`src/rtl/sdr_pkg.sv`:
```
package sdr_pkg;

    // Quantizer level: the encoding is the output bit itself.
    typedef enum logic {
        LVL_NEG = 1'b0,
        LVL_POS = 1'b1
    } lvl_e;

    function automatic int max_of(input int a, input int b);
        return (a > b) ? a : b;
    endfunction

endpackage

```
`src/rtl/sdr_scale.sv`:
```
// Sign-extend a sample and multiply it by 2^SHIFT.
module sdr_scale #(
    parameter int IN_W  = 8,
    parameter int OUT_W = 12,
    parameter int SHIFT = 1
) (
    input  logic signed [IN_W-1:0]  x_i,
    output logic signed [OUT_W-1:0] y_o
);
    logic signed [OUT_W-1:0] ext;

    always_comb begin
        ext = {{(OUT_W-IN_W){x_i[IN_W-1]}}, x_i};
        y_o = ext <<< SHIFT;
    end
endmodule

```
`src/rtl/sdr_accum.sv`:
```
// Saturating integrator: acc <= clamp(acc + step).
module sdr_accum #(
    parameter int W = 12
) (
    input  logic                clk,
    input  logic                rst,
    input  logic signed [W-1:0] step_i,
    output logic signed [W-1:0] acc_o,
    output logic signed [W-1:0] acc_next_o
);
    localparam logic signed [W-1:0] ACC_MAX = {1'b0, {(W-1){1'b1}}};
    localparam logic signed [W-1:0] ACC_MIN = {1'b1, {(W-1){1'b0}}};

    logic [W:0] sum_wide;

    always_comb begin
        sum_wide = {step_i[W-1], step_i} + {acc_o[W-1], acc_o};
        if (sum_wide[W] != sum_wide[W-1]) begin
            acc_next_o = sum_wide[W] ? ACC_MIN : ACC_MAX;
        end else begin
            acc_next_o = sum_wide[W-1:0];
        end
    end

    always_ff @(posedge clk) begin
        if (rst) begin
            acc_o <= '0;
        end else begin
            acc_o <= acc_next_o;
        end
    end

    AST_ACC_CLEAR: assert property (@(posedge clk) rst |=> (acc_o == '0));
    AST_NO_WRAP_UP: assert property (@(posedge clk) disable iff (rst)
        !step_i[W-1] |=> (acc_o >= $past(acc_o)));
    AST_NO_WRAP_DN: assert property (@(posedge clk) disable iff (rst)
        step_i[W-1] |=> (acc_o <= $past(acc_o)));
endmodule

```
`src/rtl/sdr_quant_fsm.sv`:
```
// One-bit quantizer as a two-state machine driven by the sign of the next
// integrator value.
module sdr_quant_fsm
    import sdr_pkg::*;
(
    input  logic clk,
    input  logic rst,
    input  logic sign_i,   // 1 when the next integrator value is negative
    output lvl_e lvl_o,
    output logic bit_o
);
    lvl_e state_q;
    lvl_e state_d;

    always_comb begin
        unique case (state_q)
            LVL_POS: state_d = sign_i ? LVL_NEG : LVL_POS;  // DROP / HOLD_POS
            LVL_NEG: state_d = sign_i ? LVL_NEG : LVL_POS;  // HOLD_NEG / RISE
        endcase
    end

    always_ff @(posedge clk) begin
        if (rst) begin
            state_q <= LVL_POS;
        end else begin
            state_q <= state_d;
        end
    end

    always_comb begin
        lvl_o = state_q;
        bit_o = (state_q == LVL_POS);
    end

    AST_RESET_POS: assert property (@(posedge clk) rst |=> bit_o);
    AST_FOLLOW_SIGN: assert property (@(posedge clk) disable iff (rst)
        1'b1 |=> (bit_o == !$past(sign_i)));
endmodule

```
`src/rtl/sdr_remod.sv`:
```
// First-order sigma-delta IIR re-modulator.
module sdr_remod
    import sdr_pkg::*;
#(
    parameter int IN_W    = 8,
    parameter int U_SHIFT = 2,
    parameter int V_SHIFT = 1
) (
    input  logic                   clk,
    input  logic                   rst,
    input  logic signed [IN_W-1:0] x_in,
    output logic                   bit_out
);
    localparam int MAX_SH = max_of(U_SHIFT, V_SHIFT);
    localparam int ACC_W  = IN_W + MAX_SH + 2;
    localparam logic signed [ACC_W-1:0] FB_POS = ACC_W'(1 << (IN_W - 1 + U_SHIFT));
    localparam logic signed [ACC_W-1:0] FB_NEG = -FB_POS;

    logic signed [ACC_W-1:0] x_scaled;
    logic signed [ACC_W-1:0] fb_term;
    logic signed [ACC_W-1:0] step;
    logic signed [ACC_W-1:0] acc_q;
    logic signed [ACC_W-1:0] acc_d;
    lvl_e                    lvl;

    sdr_scale #(
        .IN_W (IN_W),
        .OUT_W(ACC_W),
        .SHIFT(V_SHIFT)
    ) u_scale (
        .x_i(x_in),
        .y_o(x_scaled)
    );

    always_comb begin
        fb_term = (lvl == LVL_POS) ? FB_POS : FB_NEG;
        step    = x_scaled - fb_term;
    end

    sdr_accum #(
        .W(ACC_W)
    ) u_acc (
        .clk       (clk),
        .rst       (rst),
        .step_i    (step),
        .acc_o     (acc_q),
        .acc_next_o(acc_d)
    );

    sdr_quant_fsm u_quant (
        .clk   (clk),
        .rst   (rst),
        .sign_i(acc_d[ACC_W-1]),
        .lvl_o (lvl),
        .bit_o (bit_out)
    );

    AST_SIGN_MATCH: assert property (@(posedge clk) disable iff (rst)
        bit_out == !acc_q[ACC_W-1]);

    generate
        if (V_SHIFT <= U_SHIFT) begin : g_bounded
            localparam logic signed [ACC_W-1:0] BND_HI = ACC_W'(1 << (IN_W + U_SHIFT));
            localparam logic signed [ACC_W-1:0] BND_LO = -BND_HI;
            AST_BOUND: assert property (@(posedge clk) disable iff (rst)
                (acc_q >= BND_LO) && (acc_q < BND_HI));
        end
    endgenerate
endmodule

```
`config.mk`:
```
export PLATFORM = sky130hd
export DESIGN_NAME = sdr_remod
export DESIGN_NICKNAME = d
export VERILOG_FILES = /design/src/rtl/sdr_pkg.sv /design/src/rtl/sdr_scale.sv /design/src/rtl/sdr_accum.sv /design/src/rtl/sdr_quant_fsm.sv /design/src/rtl/sdr_remod.sv
export SDC_FILE = /design/constraint.sdc
export NUM_CORES = 1
export LEC_CHECK = 0
export BUFFER_PORTS_ARGS = -buffer_cell sky130_fd_sc_hd__buf_2
export CAP_MARGIN = 0
export CELL_PAD_IN_SITES_DETAIL_PLACEMENT = 2
export CELL_PAD_IN_SITES_GLOBAL_PLACEMENT = 2
export CORE_UTILIZATION = 37
export DETAILED_ROUTE_END_ITERATION = 8
export PLACE_DENSITY_LB_ADDON = 0.1
export SETUP_SLACK_MARGIN = 0.3
export SLEW_MARGIN = 20
export SYNTH_ARGS = -nofsm -noshare
export SYNTH_HDL_FRONTEND = slang
export SYNTH_SLANG_ARGS = --single-unit
```
`constraint.sdc`:
```
create_clock -name clk -period 5.53 [get_ports clk]
set_clock_uncertainty 0.2 [all_clocks]
set_input_delay 1.106 -clock clk [delete_from_list [all_inputs] [get_ports clk]]
set_output_delay 1.106 -clock clk [all_outputs]
set_load 0.01 [all_outputs]
```
# [Word level (Yosys, flattened, before mapping)]
# Index checks and enable logic that the tools add are counted.
[op_classes] n_bitwise=0 n_eq_ne=1 n_shift=0 mul=0 addsub=2 reduce_logical=0 n_mux=4 div_mod_pow=0 n_lt_le_gt_ge=0
[ops] op="12-bit two-way mux" count=3
[ops] op="12-bit by 12-bit adder with 13-bit output" count=1
[ops] op="9-bit by 12-bit subtractor with 12-bit output" count=1
[ops] op="1-bit two-way mux" count=1
[ops] op="1-bit != test" count=1
[word_totals] out_inout_bits=1 inputBits=10 ramBits=0 mem_bits_ro=0 mem_count=0 latchBits=0 register_bits=13

# [Depth between registers and ports, before layout]
# Gate-level depths: netlist of run 1.
[depth] ltp_word=6 mapped_depth=11 ltp_nobuf=10

# [Modules after synthesis]
# From an unflattened synthesis of run 1, not the netlist that was laid out.
[unflattened] cells_unflattened=148 hier_area_um2=1275.0
[modules_own_cells] mod="sdr_accum" area_each_um2=1089.8 cells_each=126 instances=1
[modules_own_cells] mod="sdr_scale" area_each_um2=93.8 cells_each=13 instances=1
[modules_own_cells] mod="sdr_remod" area_each_um2=57.6 cells_each=6 instances=1
[modules_own_cells] mod="sdr_quant_fsm" area_each_um2=33.8 cells_each=3 instances=1

# [Worst setup path after synthesis of run 1]
# OpenSTA, ideal clock, no wires.
[synth_timing] path_kind="input-to-reg" start="input port x_in[7]" end="register u_acc.acc_o[10]" path_slack_ps=2256 setup_ps=132 arrival_ps=2942 stages=11 n_path_buf=1 path_cell_list="inv_1 > ha_1 > or2_2 > ha_1 > nand2b_1 > a211oi_1 > a21oi_1 > a21boi_1 > buf_6 > o21ai_0 > a21oi_1"
[synth_via] elab_chain_cells=4 elab_cells_between_ends=5
[synth_rtl] element="start: declaration" line_no="sdr_remod.sv:11" text="input logic signed [IN_W-1:0] x_in,"
[synth_rtl] element="9-bit by 12-bit subtractor with 12-bit output (*)" line_no="sdr_remod.sv:37" text="step = x_scaled - fb_term;"
[synth_rtl] element="12-bit by 12-bit adder with 13-bit output (*)" line_no="sdr_accum.sv:17" text="sum_wide = {step_i[W-1], step_i} + {acc_o[W-1], acc_o};"
[synth_rtl] element="12-bit two-way mux / 1-bit != test (equally long branches)" line_no="sdr_accum.sv:19, sdr_accum.sv:18"
[synth_rtl] element="12-bit two-way mux (*)" line_no="sdr_accum.sv:18" text="if (sum_wide[W] != sum_wide[W-1]) begin"
[synth_rtl] element="end signal: assignment" line_no="sdr_accum.sv:29" text="acc_o <= acc_next_o;"
[synth_rtl] element="end: declaration" line_no="sdr_accum.sv:8" text="output logic signed [W-1:0] acc_o,"
# Every way passes the cells marked *; elsewhere a longest branch is shown, timed or not.
# A chain may end at the register's enable or synchronous reset.

# [Worst setup path after layout of run 1]
[layout_timing] start="input port x_in[7]" end="register u_acc.acc_o[8]"
# Same word-level chain as after synthesis.

==> results of run 1 <==
[worst register-to-register path, cell delays in order (launching register included)]
cell and delay, ps:
sky130_fd_sc_hd__dfxtp_1 340, sky130_fd_sc_hd__ha_1 180, sky130_fd_sc_hd__or2_2 300, sky130_fd_sc_hd__ha_1 350, sky130_fd_sc_hd__nand2b_1 160, sky130_fd_sc_hd__a211oi_1 90
sky130_fd_sc_hd__a21oi_1 170, sky130_fd_sc_hd__a21boi_1 810, sky130_fd_sc_hd__o21ai_0 240, sky130_fd_sc_hd__a21oi_1 180
[routing by layer]
layer | vias up | GRT usage [%] | part of all wire [%]
met5 | - | 0 | 0
met4 | 0 | 5.26 | 0.47
met3 | 2 | 3.45 | 1.2
met2 | 5 | 36.9 | 49
met1 | 414 | 27.5 | 50
li1 | 428 | - | -
[stage by stage]
| step | hold slack, ps | power [µW] | setup slack (ps) |
|---|---|---|---|
| finish | 477 | 801 | 1730 |
| global route | 517 | 873 | 1500 |
| global placement | 435 | 694 | 1760 |
| CTS | 489 | 808 | 1670 |
| detailed placement | 468 | 728 | 1450 |
| floorplan | 406 | 627 | 2260 |
[worst max-delay path by stage]
stage / depth (start not counted) / from / slack [ps] / to
6_report: 11 / x_in[7] / 1730 / u_acc.acc_o[8]$_SDFF_PP0_
3_5_place_dp: 11 / x_in[7] / 1450 / u_acc.acc_o[6]$_SDFF_PP0_
4_1_cts: 11 / x_in[7] / 1670 / u_acc.acc_o[8]$_SDFF_PP0_
2_1_floorplan: 11 / x_in[7] / 2260 / u_acc.acc_o[10]$_SDFF_PP0_
5_1_grt: 11 / x_in[7] / 1500 / u_acc.acc_o[10]$_SDFF_PP0_
3_3_place_gp: 11 / x_in[7] / 1760 / u_acc.acc_o[3]$_SDFF_PP0_
[sequential cells by signal, summed over array words and instances (netlist names)]
signal         flops
u_acc.acc_o       11
u_quant.bit_o      1
[power breakdown]
group | switching, µW | internal [µW] | total, µW
clock network | 28.2 | 40.0 | 68.2
registers | 16.9 | 129 | 146
logic | 354 | 233 | 587
[layout make-up]
class / count / area (µm²) / share of cell area (%)
timing repair buffer: 10 / 50.0 / 4.71
sequential: 12 / 240 / 22.6
multi-input combinational: 91 / 683 / 64.3
inverter: 4 / 15.0 / 1.41
clock buffer: 4 / 36.3 / 3.42
tap: 30 / 37.5 / 3.53
[placed cells by master, fill, tap and decap left out, types with 2 or more instances in the layout]
cell type,count
sky130_fd_sc_hd__a211oi_1,2
sky130_fd_sc_hd__a21o_1,4
sky130_fd_sc_hd__a21oi_1,18
sky130_fd_sc_hd__buf_2,10
sky130_fd_sc_hd__clkbuf_4,3
sky130_fd_sc_hd__dfxtp_1,12
sky130_fd_sc_hd__ha_1,13
sky130_fd_sc_hd__inv_1,4
sky130_fd_sc_hd__nand3_1,4
sky130_fd_sc_hd__nor2_1,4
sky130_fd_sc_hd__nor2b_1,2
sky130_fd_sc_hd__nor3_1,4
sky130_fd_sc_hd__nor3b_1,2
sky130_fd_sc_hd__o21ai_0,10
sky130_fd_sc_hd__o21ai_1,4
sky130_fd_sc_hd__xnor2_1,7
[cell families (layout without fill, tap and decap cells)]
group / after synthesis / in the layout / synth area share (%)
adder cells (fa/ha/maj): 14 / 14 / 18.9
multiplexers: 1 / 1 / 1.17
AND/OR/NAND/NOR: 22 / 22 / 13.7
XOR/XNOR: 8 / 8 / 7.26
buffers and inverters: 7 / 18 / 4.28
flip-flops: 12 / 12 / 24.9
AO/OA/AOI/OAI: 46 / 46 / 29.7
==> flow_results.org, run 1 <==
** Status
- Result of the run :: finished, final reports clean

** Worst setup path
- Worst endpoint required time :: between 5000 and 6000 ps
- Buffers and inverters on the worst path :: 2
- Register-to-Register Setup Slack :: between 2000 and 2500 ps
- The slowest stage of the critical path is the sky130_fd_sc_hd__a21boi_1 cell.
- Walking the worst path, the cells encountered are buf_2, inv_1, ha_1, or2_2, ha_1, nand2b_1, a211oi_1, a21oi_1, a21boi_1, o21ai_0, a21oi_1.
- Top cell family by delay on the critical path :: compound AO/OA/AOI/OAI gates
- Delay contributed by the slowest stage of the critical path :: around 810 ps
- Crit-path max FO :: 12
- Startpoint kind of the worst setup timing path :: primary input
- Data on the critical path arrives at its endpoint at 3800 ps.
- For the worst flop-to-flop path, the logic depth is 9.
- Startpoint of the worst register-to-register path :: u_quant.bit_o$_SDFF_PP1_
- Start-to-end type of the worst setup path :: in -> reg
- The worst setup path is captured at a flip-flop.
- The endpoint identified for the worst register-to-register timing path is u_acc.acc_o[8]$_SDFF_PP0_.

** Die
- After floorplanning, the core was divided into 18 placement rows.
- The floorplan step defined a die boundary enclosing ~0.0028 mm².
- For this design the top-level I/O count stands at 11.
- Height of the die :: around 53 µm
- Area of the core :: 0.00248 mm²
- Starting Density :: 38.9%
- Die width :: about 53 µm

** Yosys
- The synthesized design contains 12 register bits.
- Among all flip-flop cells after synthesis, the most frequent one is sky130_fd_sc_hd__dfxtp_1.
- Averaged over all synthesized cells, the footprint is between 8 and 9 µm².
- Yosys mapped the design onto 33 distinct sky130hd cell types.
- Part of the Yosys area used for sequential elements :: about 25%
- After synthesis, the cell types taking the most area are sky130_fd_sc_hd__dfxtp_1, sky130_fd_sc_hd__ha_1, sky130_fd_sc_hd__a21oi_1.
- Summed over all instances, the cell type with the most area after synthesis is sky130_fd_sc_hd__dfxtp_1.
- In this run the cell area of the synthesized design comes to roughly 960 µm².
- Fraction of synthesized cell area taken by the top area cell type :: approximately 25%
- Counting instances in the post-synthesis netlist gives the leading cell types as sky130_fd_sc_hd__a21oi_1, sky130_fd_sc_hd__ha_1, sky130_fd_sc_hd__dfxtp_1, sky130_fd_sc_hd__o21ai_0, sky130_fd_sc_hd__xnor2_1.
- Warnings, synthesis :: 0
- In the synthesized netlist the async set-or-reset flop fraction comes to 0%.
- Mapped Nets :: about 130
- The most common cell in the synthesized netlist is sky130_fd_sc_hd__a21oi_1.
- Count of flip-flops with a built-in enable after synthesis :: 0
- Synthesis produced between 100 and 150 cells.

** Global route
- Global routing used between 20% and 30% of the available tracks.
- The initial antenna violation count came to 0.
- Entering global routing, the biggest net connects 13 pins.
- Leftover overflow at the end of global routing :: 0
- The first global-routing pass estimated 4260 µm of wire.
- Vias in the first global route :: just over 900

** Routing
- Once detail routing completed, the nets flagged for antenna violations numbered 0.
- Aggregate routed wire length :: around 2600 µm
- Average wire per cell in the routed design :: 17.1 µm
- Remaining DRCs :: 0
- For this run, the detailed router's first-pass iteration total came to 4.
- The first routing iteration left 7 violations.
- Number of vias after detailed routing :: roughly 850
- After detailed routing, the number of vias per cell comes to 5.62.

** Cells and area
- Compared with the post-synthesis result, the final layout area differs by 10.1%.
- The number of antenna diodes in the final layout is 0.
- Final core utilization :: a little over two fifths
- The finished cells cover ~0.0011 mm².
- Proportion of layout cells with a drive suffix above 1 :: 15.7%
- Number of nets in the finished design :: around 150
- After filler insertion, the fill cell instance count of the layout stands at just under 300.
- Final instance count without filler cells :: roughly 150

** Min path
- Number of stages on the worst hold path :: 3
- The worst hold path terminates at u_acc.acc_o[1]$_SDFF_PP0_.
- The min-delay analysis places its worst path in the category reg -> reg.
- The startpoint identified for the worst hold timing path is u_acc.acc_o[1]$_SDFF_PP0_.

** Timing
- Pins over their slew limit :: 0
- Setup total negative slack on the finished layout was measured at 0 ps.
- Setup repair after global routing left no endpoint under its margin.
- For the pin with the worst max-slew slack, the measured transition is just under 1000 ps.
- Max transition margin :: roughly a third
- Final worst path period need :: approximately 3800 ps
- Dividing the final minimum period by the clock period gives between 60 and 70%.
- For this run, the top clock speed supported by timing is 0.263 GHz.
- Setup violation total in the final timing report :: 0
- Final hold violations :: 0

** Clock tree
- Number of buffers created by CTS :: 3
- Number of resized instances in the post-cts repair step :: 0
- Setup bufs post-CTS :: 0
- The tree is rooted in a sky130_fd_sc_hd__clkbuf_4.
- CTS saw 12 sinks.
- Clock tree from TritonCTS :: yes
- The clock passes through at most 2 buffers.
- Hold_buf cts :: 0
- CTS H-tree lvls :: 1
- Clock-pin slew reported for the worst setup and hold paths after clock tree synthesis :: 70 ps
- At the later pin of the worst-skew pair, clock insertion delay measures about 270 ps.

** Place
- Detailed placement ended at an HPWL of between 2000 and 2500 µm.
- The number of placed instances, taps included, is 147.
- At the end of routability-driven placement, the weighted congestion stood at approximately 0.85.
- Port buffering added 10 buffers.
- After detailed placement, the total cell area comes to 0.00103 mm².

** Power
- Across the VDD grid, the largest voltage drop is 370 µV.
- LEAKAGE :: 0.000473 µW
- Pwr dens :: ~750 mW/mm²

** Flow run
- Max-cap violations in this run came to 0.
Power figures use the tool's default switching activity.
==> run 2, diff against run 1 <==
--- a/config.mk
+++ b/config.mk
@@ -9,7 +9,7 @@
 export CAP_MARGIN = 0
 export CELL_PAD_IN_SITES_DETAIL_PLACEMENT = 2
 export CELL_PAD_IN_SITES_GLOBAL_PLACEMENT = 2
-export CORE_UTILIZATION = 37
+export CORE_UTILIZATION = 34
 export DETAILED_ROUTE_END_ITERATION = 8
 export PLACE_DENSITY_LB_ADDON = 0.1
 export SETUP_SLACK_MARGIN = 0.3
==> constraint.sdc (replaced) <==
create_clock -name clk -period 3.86 [get_ports clk]
set_clock_uncertainty 0.2 [all_clocks]
set_input_delay 0.772 -clock clk [delete_from_list [all_inputs] [get_ports clk]]
set_output_delay 0.772 -clock clk [all_outputs]
set_load 0.01 [all_outputs]
==> run 2 against run 1 <==
  * Non-clock buffer count stayed put
  * Combinational power is 43% higher
  * Clock power is 50% higher
  * Wire length hardly changed
  * Die area is 8.5% higher
  * Cell count stayed put
  * Largest power group unchanged
  * Highest routed layer unchanged
==> flow_results.org, run 2 (synthesized netlist as in run 1, its figures left out) <==
** Routing
- The total iterations of the first detailed-routing run was 3 (was 4).
- Average wire per cell in the routed design :: 17.1 µm (about the same)
- The via-per-instance ratio was 5.54 (was 5.62).
- Remaining DRCs :: 0 (unchanged)
- Starting DRT DRC Count :: 4 (was 7)
- The post-detailed-route count of antenna-violating nets was 0 (unchanged).
- The overall via count from detail_route was 837 (was 849).
- The routed wire length was 2580 µm (about the same).

** Place
- The detailed-placement wirelength estimate was 2020 µm (was 2040 µm).
- Final weighted congestion in routability-driven placement :: 0.738 (was 0.850)
- Number of cells after detailed placement :: 147 (unchanged)
- The number of input and output port buffers inserted is 10 (unchanged).

** Global route
- Leftover overflow at the end of global routing :: 0 (unchanged)
- The global-route wire length before repair came to 4500 µm (was 4260 µm).
- The pin count of the biggest net entering global routing was 13 (unchanged).
- Global-route usage over all layers :: 18.9% (was 21.4%)
- Vias in the first global route :: 889 (was 913)
- Antenna violations before repair :: 0 (unchanged)

** Die
- Rows :: 18 (unchanged)
- The placeable core region came to 0.00257 mm² (was 0.00248 mm²).
- The die extent in x was 55.3 µm (was 53.1 µm).
- Starting Density :: 37.6% (was 38.9%)
- Height of the die :: 55.3 µm (was 53.1 µm)
- Area of the die :: 0.00305 mm² (was 0.00282 mm²)
- The boundary pin count is 11 (unchanged).

** Cells and area
- Max FFs per register :: 11 (unchanged)
- The proportion of layout cells with a drive suffix above 1 is 16.5% (was 15.7%).
- The register name with the most flops is u_acc.acc_o (unchanged).
- Final instance count without filler cells :: 151 (unchanged)
- Most frequent cells in the layout: sky130_fd_sc_hd__a21oi_1, sky130_fd_sc_hd__ha_1, sky130_fd_sc_hd__dfxtp_1 (unchanged).
- The net count reported at finish is 146 (unchanged).
- The most common cell after layout, fill and taps aside is sky130_fd_sc_hd__a21oi_1 (unchanged).
- The area overhead of the layout relative to synthesis was 10.5% (was 10.1%).
- The number of antenna repair diodes is 0 (unchanged).

** Clock tree
- CTS H-tree lvls :: 1 (unchanged)
- The number of buffers inserted to repair setup after CTS is 0 (unchanged).
- The number of clock sinks was 12 (unchanged).
- The number of buffers added by the clock tree synthesis step is 3 (unchanged).
- The clock latency on the worst-skew pair was 280 ps (was 270 ps).
- Clock-pin slew reported for the worst setup and hold paths after clock tree synthesis :: 70 ps (about the same)
- The TritonCTS clock tree is yes (unchanged).
- The largest buffer count on any clock path was 2 (unchanged).
- The clock root buffer is sky130_fd_sc_hd__clkbuf_4 (unchanged).

** Timing
- Final period utilization :: roughly 80%
- For this run, the top clock speed supported by timing is roughly 0.32 GHz.
- The count of final hold-check violations was 0 (unchanged).
- Post-route setup TNS :: 0 ps (unchanged)
- Unrepaired setup endpoints after global routing: no (unchanged).
- The routed design could run at a clock period as short as ~3100 ps.
- Slew @ Worst Pin :: 571 ps (was 988 ps)
- Pins over their slew limit :: 0 (unchanged)
- Setup violation total in the final timing report :: 0 (unchanged)
- The worst relative slew slack is 61.7% (was 34.0%).

** Worst setup path
- Startpoint kind of the worst setup timing path :: primary input (unchanged)
- Worst endpoint required time :: 3820 ps (was 5530 ps)
- Worst Path Arrival :: 3060 ps (was 3800 ps)
- Worst setup path endpoint :: u_acc.acc_o[10]$_SDFF_PP0_ (was u_acc.acc_o[8]$_SDFF_PP0_)
- The largest fanout on the critical path came to 12 (unchanged).
- Startpoint of the worst register-to-register path :: u_quant.bit_o$_SDFF_PP1_ (unchanged)
- Start-to-end type of the worst setup path :: in -> reg (unchanged)
- The destination of the worst register-to-register timing path is u_acc.acc_o[10]$_SDFF_PP0_ (was u_acc.acc_o[8]$_SDFF_PP0_).
- The launching instance or port of the critical path is x_in[7] (unchanged).
- Register-to-Register Setup Slack :: 1140 ps (was 2440 ps)
- Worst Setup End Kind :: flip-flop (unchanged)
- Logic depth of the worst register-to-register path :: 9 (unchanged)

** Status
- Result of the run: finished, final reports clean (unchanged).

** Power
- The worst ir drop on vdd came to 495 µV (was 370 µV).
- The power density over the cells was 1080 mW/mm² (was 754 mW/mm²).
- The share of total power consumed by net switching was 49.6% (was 49.8%).
- The combinational power share was 72.9% (was 73.2%).
- The sequential group share of total power is 18.2% (was 18.3%).
- The internal power came to 579 µW (was 402 µW).
- The clock network fraction of design power is 8.9% (was 8.5%).
- The switching power is 571 µW (was 399 µW).
- LEAKAGE :: 0.000474 µW (was 0.000473 µW)

** Flow run
- The max-capacitance violation count was 0 (unchanged).

** Min path
- The type of the worst min-delay path is reg -> reg (unchanged).
-- run 2: cell types whose count changed in the layout (fill, tap and decap cells not counted) --
cell and change:
sky130_fd_sc_hd__a21boi_1 -1, sky130_fd_sc_hd__a21boi_2 +1
-- run 2: stage by stage --
| stage | cell area (µm²) | hold WS [ps] | total power (µW) | setup slack (ps) | util, % |
|---|---|---|---|---|---|
| after floorplan | 965 | 406 | 898 | 920 | - |
| after global placement | 1030 | 456 | 996 | 418 | 40.0 |
| after detailed placement | 1030 | 467 | 1040 | 239 | 40.0 |
| after CTS | 1060 | 490 | 1150 | 461 | 41.4 |
| after global routing | 1070 | 563 | 1270 | 599 | 41.5 |
| final | 1070 | 475 | 1150 | 767 | 41.5 |
-- run 2: layout make-up --
class | instances | area, µm²
multi-input combinational | 91 | 687
fill | 305 | 1500
inverter | 4 | 15.0
timing repair buffer | 10 | 50.0
sequential | 12 | 240
clock buffer | 4 | 36.3
tap | 30 | 37.5
-- run 2: worst min path at each step --
stage,slack (ps),depth (start not counted),end,start
after global placement,460,3,u_acc.acc_o[1]$_SDFF_PP0_,u_acc.acc_o[1]$_SDFF_PP0_
after detailed placement,470,3,u_acc.acc_o[1]$_SDFF_PP0_,u_acc.acc_o[1]$_SDFF_PP0_
after CTS,490,3,u_acc.acc_o[1]$_SDFF_PP0_,u_acc.acc_o[1]$_SDFF_PP0_
after floorplan,410,3,u_acc.acc_o[1]$_SDFF_PP0_,u_acc.acc_o[1]$_SDFF_PP0_
after global routing,560,3,u_acc.acc_o[1]$_SDFF_PP0_,u_acc.acc_o[1]$_SDFF_PP0_
final,480,3,u_acc.acc_o[1]$_SDFF_PP0_,u_acc.acc_o[1]$_SDFF_PP0_
-- run 2: power by group through the flow --
stage / combinational [µW] / clock, µW / sequential [µW]
finish: 839 / 102 / 209
global route: 940 / 111 / 216
CTS: 838 / 106 / 211
detailed placement: 824 / 0 / 214
global placement: 784 / 0 / 211
floorplan: 692 / 0 / 206
-- run 2: routing by layer --
layer / track usage (%) / wire, µm
met1: 27.0 / 1350
met2: 28.6 / 1150
met3: 4.68 / 66
met4: 4.29 / 15
met5: 0 / 0
-- run 2: repair_timing --
action,CTS,global route
gates resized for setup,0,1
endpoints found under the setup margin,0,9
hold buffers,0,0
-- run 2: critical path, stage by stage --
cell	delay, ps
sky130_fd_sc_hd__buf_2	120
sky130_fd_sc_hd__inv_1	70
sky130_fd_sc_hd__ha_1	200
sky130_fd_sc_hd__or2_2	290
sky130_fd_sc_hd__ha_1	370
sky130_fd_sc_hd__nand2b_1	130
sky130_fd_sc_hd__a211oi_1	350
sky130_fd_sc_hd__a21oi_1	120
sky130_fd_sc_hd__a21boi_2	250
sky130_fd_sc_hd__o21ai_0	280
sky130_fd_sc_hd__a21oi_1	100
==> run 3, diff against run 2 <==
==> constraint.sdc (replaced) <==
create_clock -name clk -period 3.1 [get_ports clk]
set_clock_uncertainty 0.2 [all_clocks]
set_input_delay 0.62 -clock clk [delete_from_list [all_inputs] [get_ports clk]]
set_output_delay 0.62 -clock clk [all_outputs]
set_load 0.01 [all_outputs]
==> run 3 against run 2 <==
  * Worst setup slack lost 420 ps
  * Sequential cell count unchanged
  * Wire length rose by 11%
==> flow_results.org, run 3 (synthesized netlist as in run 1, its figures left out) <==
** Worst setup path
- Logic depth of the worst register-to-register path :: 10 (was 9)
- The reg-to-reg startpoint was u_quant.bit_o$_SDFF_PP1_ (unchanged).
- Top cell family by delay on the critical path :: compound AO/OA/AOI/OAI gates (unchanged)
- Chain of cells forming the critical path :: buf_2, inv_1, ha_4, xnor2_1, ha_1, buf_6, o21ai_0, a21oi_1, a2bb2oi_2, o311ai_4, o21ai_0, a21oi_1 (was buf_2, inv_1, ha_1, or2_2, ha_1, nand2b_1, a211oi_1, a21oi_1, a21boi_2, o21ai_0, a21oi_1)
- Reg-to-Reg End :: u_acc.acc_o[8]$_SDFF_PP0_ (was u_acc.acc_o[10]$_SDFF_PP0_)
- The endpoint required time on the critical path was 3060 ps (was 3820 ps).
- Worst Setup End Kind :: flip-flop (unchanged)
- Crit path launch :: x_in[7] (unchanged)
- The largest fanout on the critical path came to 5 (was 12).
- The data arrival time of the worst path came to 2720 ps (was 3060 ps).
- The last element of the critical path is u_acc.acc_o[8]$_SDFF_PP0_ (was u_acc.acc_o[10]$_SDFF_PP0_).
- Buffers and inverters on the worst path :: 3 (was 2)
- The type of the setup path with the least slack is in -> reg (unchanged).
- Startpoint kind of the worst setup timing path :: primary input (unchanged)
- Cell count along the critical path :: 12 (was 11)
- The highest cell delay on the worst timing path came to 350 ps (was 370 ps).
- Register-to-Register Setup Slack :: 490 ps (was 1140 ps)
- The cell type of the slowest stage on the worst timing path is sky130_fd_sc_hd__ha_1 (unchanged).

** Timing
- The final worst slack is 343 ps (was 767 ps).
- The worst relative slew slack was 63.5% (was 61.7%).
- Highest achievable clock rate :: 0.363 GHz
- Final hold violations :: 0 (unchanged)
- The number of endpoints failing setup at the final stage came to 0 (unchanged).
- Final worst path period need :: around 2800 ps
- Pins over their slew limit :: 0 (unchanged)
- The slew at the pin closest to its max-slew limit was 543 ps (was 571 ps).
- Unrepaired setup endpoints after global routing :: no (unchanged)
- Final period utilization :: 88.9%

** Flow run
- The max-capacitance violation count was 0 (unchanged).

** Cells and area
- The most common cell after layout, fill and taps aside was sky130_fd_sc_hd__a21oi_1 (unchanged).
- The net count reported at finish is 159 (was 146).
- The number of flip-flops under the largest register name is 11 (unchanged).
- The final core utilization was 47.4% (was 41.5%).
- The final cell count without fillers is 164 (was 151).
- Most frequent cells in the layout: sky130_fd_sc_hd__a21oi_1, sky130_fd_sc_hd__ha_1, sky130_fd_sc_hd__dfxtp_1 (unchanged).
- Post-synthesis to final-layout area growth :: 26.1% (was 10.5%)
- Proportion of layout cells with a drive suffix above 1 :: 26.9% (was 16.5%)
- Reg with most FFs :: u_acc.acc_o (unchanged)
- The number of fillers in the final layout was 289 (was 305).
- Ant diodes :: 0 (unchanged)
- Storage element area :: 240 µm² (unchanged)
- Footprint of the multi-input gates :: 743 µm² (was 687 µm²)

** Routing
- The total iterations of the first detailed-routing run was 4 (was 3).
- The routed wire length is 2870 µm (was 2580 µm).
- Average wire per cell in the routed design :: 17.5 µm (was 17.1 µm)
- Remaining DRCs :: 0 (unchanged)
- Detailed-route vias per instance :: 5.67 (was 5.54)
- Starting DRT DRC Count :: 10 (was 4)
- Antenna viol nets, final :: 0 (unchanged)
- The overall via count from detail_route is 930 (was 837).

** Status
- Result of the run :: finished, final reports clean (unchanged)

** Clock tree
- Clock-pin slew reported for the worst setup and hold paths after clock tree synthesis :: 70 ps (about the same)
- Clock sink count :: 12 (unchanged)
- The TritonCTS clock tree is yes (unchanged).
- Worst-skew pair later-pin latency :: 280 ps (about the same)
- The largest buffer count on any clock path was 2 (unchanged).
- Number of buffers created by CTS :: 3 (unchanged)
- The number of buffers inserted for hold repair after clock tree synthesis came to 0 (unchanged).
- Root Driver :: sky130_fd_sc_hd__clkbuf_4 (unchanged)
- The deepest level of the CTS H-tree came to 1 (unchanged).

** Die
- The boundary pin count was 11 (unchanged).
- Starting Density :: 37.6% (unchanged)
- Rows :: 18 (unchanged)
- Area of the core :: 0.00257 mm² (unchanged)
- The vertical die dimension is 55.3 µm (unchanged).
- Area of the die :: 0.00305 mm² (unchanged)
- The die extent in x came to 55.3 µm (unchanged).

** Global route
- The overflow left after global routing is 0 (unchanged).
- The number of global-route vias before repair was 934 (was 889).
- First-pass GRT wire length :: 4440 µm (was 4500 µm)
- The pin count of the biggest net entering global routing came to 13 (unchanged).
- The initial antenna violation count is 0 (unchanged).
- The overall fraction of global-route tracks in use is 18.1% (was 18.9%).

** Place
- Number of cells after detailed placement :: 157 (was 147)
- The post-placement worst setup slack was -186 ps (was 239 ps).
- The final weighted congestion of routability-driven global placement was 0.755 (was 0.738).
- Number of I/O port buffers :: 10 (unchanged)
- Half-perimeter wire length after detailed placement :: 2080 µm (was 2020 µm)

** Min path
- Path class of the lowest-slack min-delay path :: in -> reg (was reg -> reg)
==> run 3: changes by cell type in the layout (fill, tap and decap cells not counted), sizes merged <==
cell / delta
buf: +12
o311ai: +1
==> run 3: cell type report <==
class,instances,area share [%]
flip-flops and latches,12,19.8
clock buffers,4,2.98
repair buffers,22,11.8
well taps,30,3.09
inverters,4,1.23
multi-input cells,92,61.1
==> run 3: per-stage QoR <==
stage,hold slack (ps),area [µm²],TNS (ps)
floorplan,406,965,0
global placement,470,1100,-231
detailed placement,484,1100,-1720
CTS,446,1140,0
global route,468,1220,0
finish,456,1220,0
==> run 3: what timing repair did <==
item / 4_1_cts / 5_1_grt
resized for setup: 1 / 11
endpoints found under the hold margin: 0 / 0
endpoints found under the setup margin: 11 / 10
pin swaps: 0 / 10
setup buffers: 0 / 2
gates cloned: 0 / 1
==> run 3: how the worst min path moves through the flow <==
stage               depth (start not counted)                          to  slack [ps]                      start
global placement                            3   u_acc.acc_o[1]$_SDFF_PP0_         470  u_acc.acc_o[1]$_SDFF_PP0_
CTS                                         2   u_acc.acc_o[3]$_SDFF_PP0_         450                        rst
finish                                      2   u_acc.acc_o[9]$_SDFF_PP0_         460                        rst
detailed placement                          3   u_acc.acc_o[1]$_SDFF_PP0_         480  u_acc.acc_o[1]$_SDFF_PP0_
global route                                2  u_acc.acc_o[10]$_SDFF_PP0_         470                        rst
floorplan                                   3   u_acc.acc_o[1]$_SDFF_PP0_         410  u_acc.acc_o[1]$_SDFF_PP0_
==> run 3: metal layers <==
metal	vias to the layer above	routed length [µm]	track usage, %
met3	5	66	4.68
met4	0	29	2.14
li1	459	-	-
met5	-	0	0
met2	11	1390	29.9
met1	455	1380	24.4
Power of run 3 is left out: the tool's default activity adds up to more than one toggle a clock period on the data nets, which glitch-free logic cannot reach.
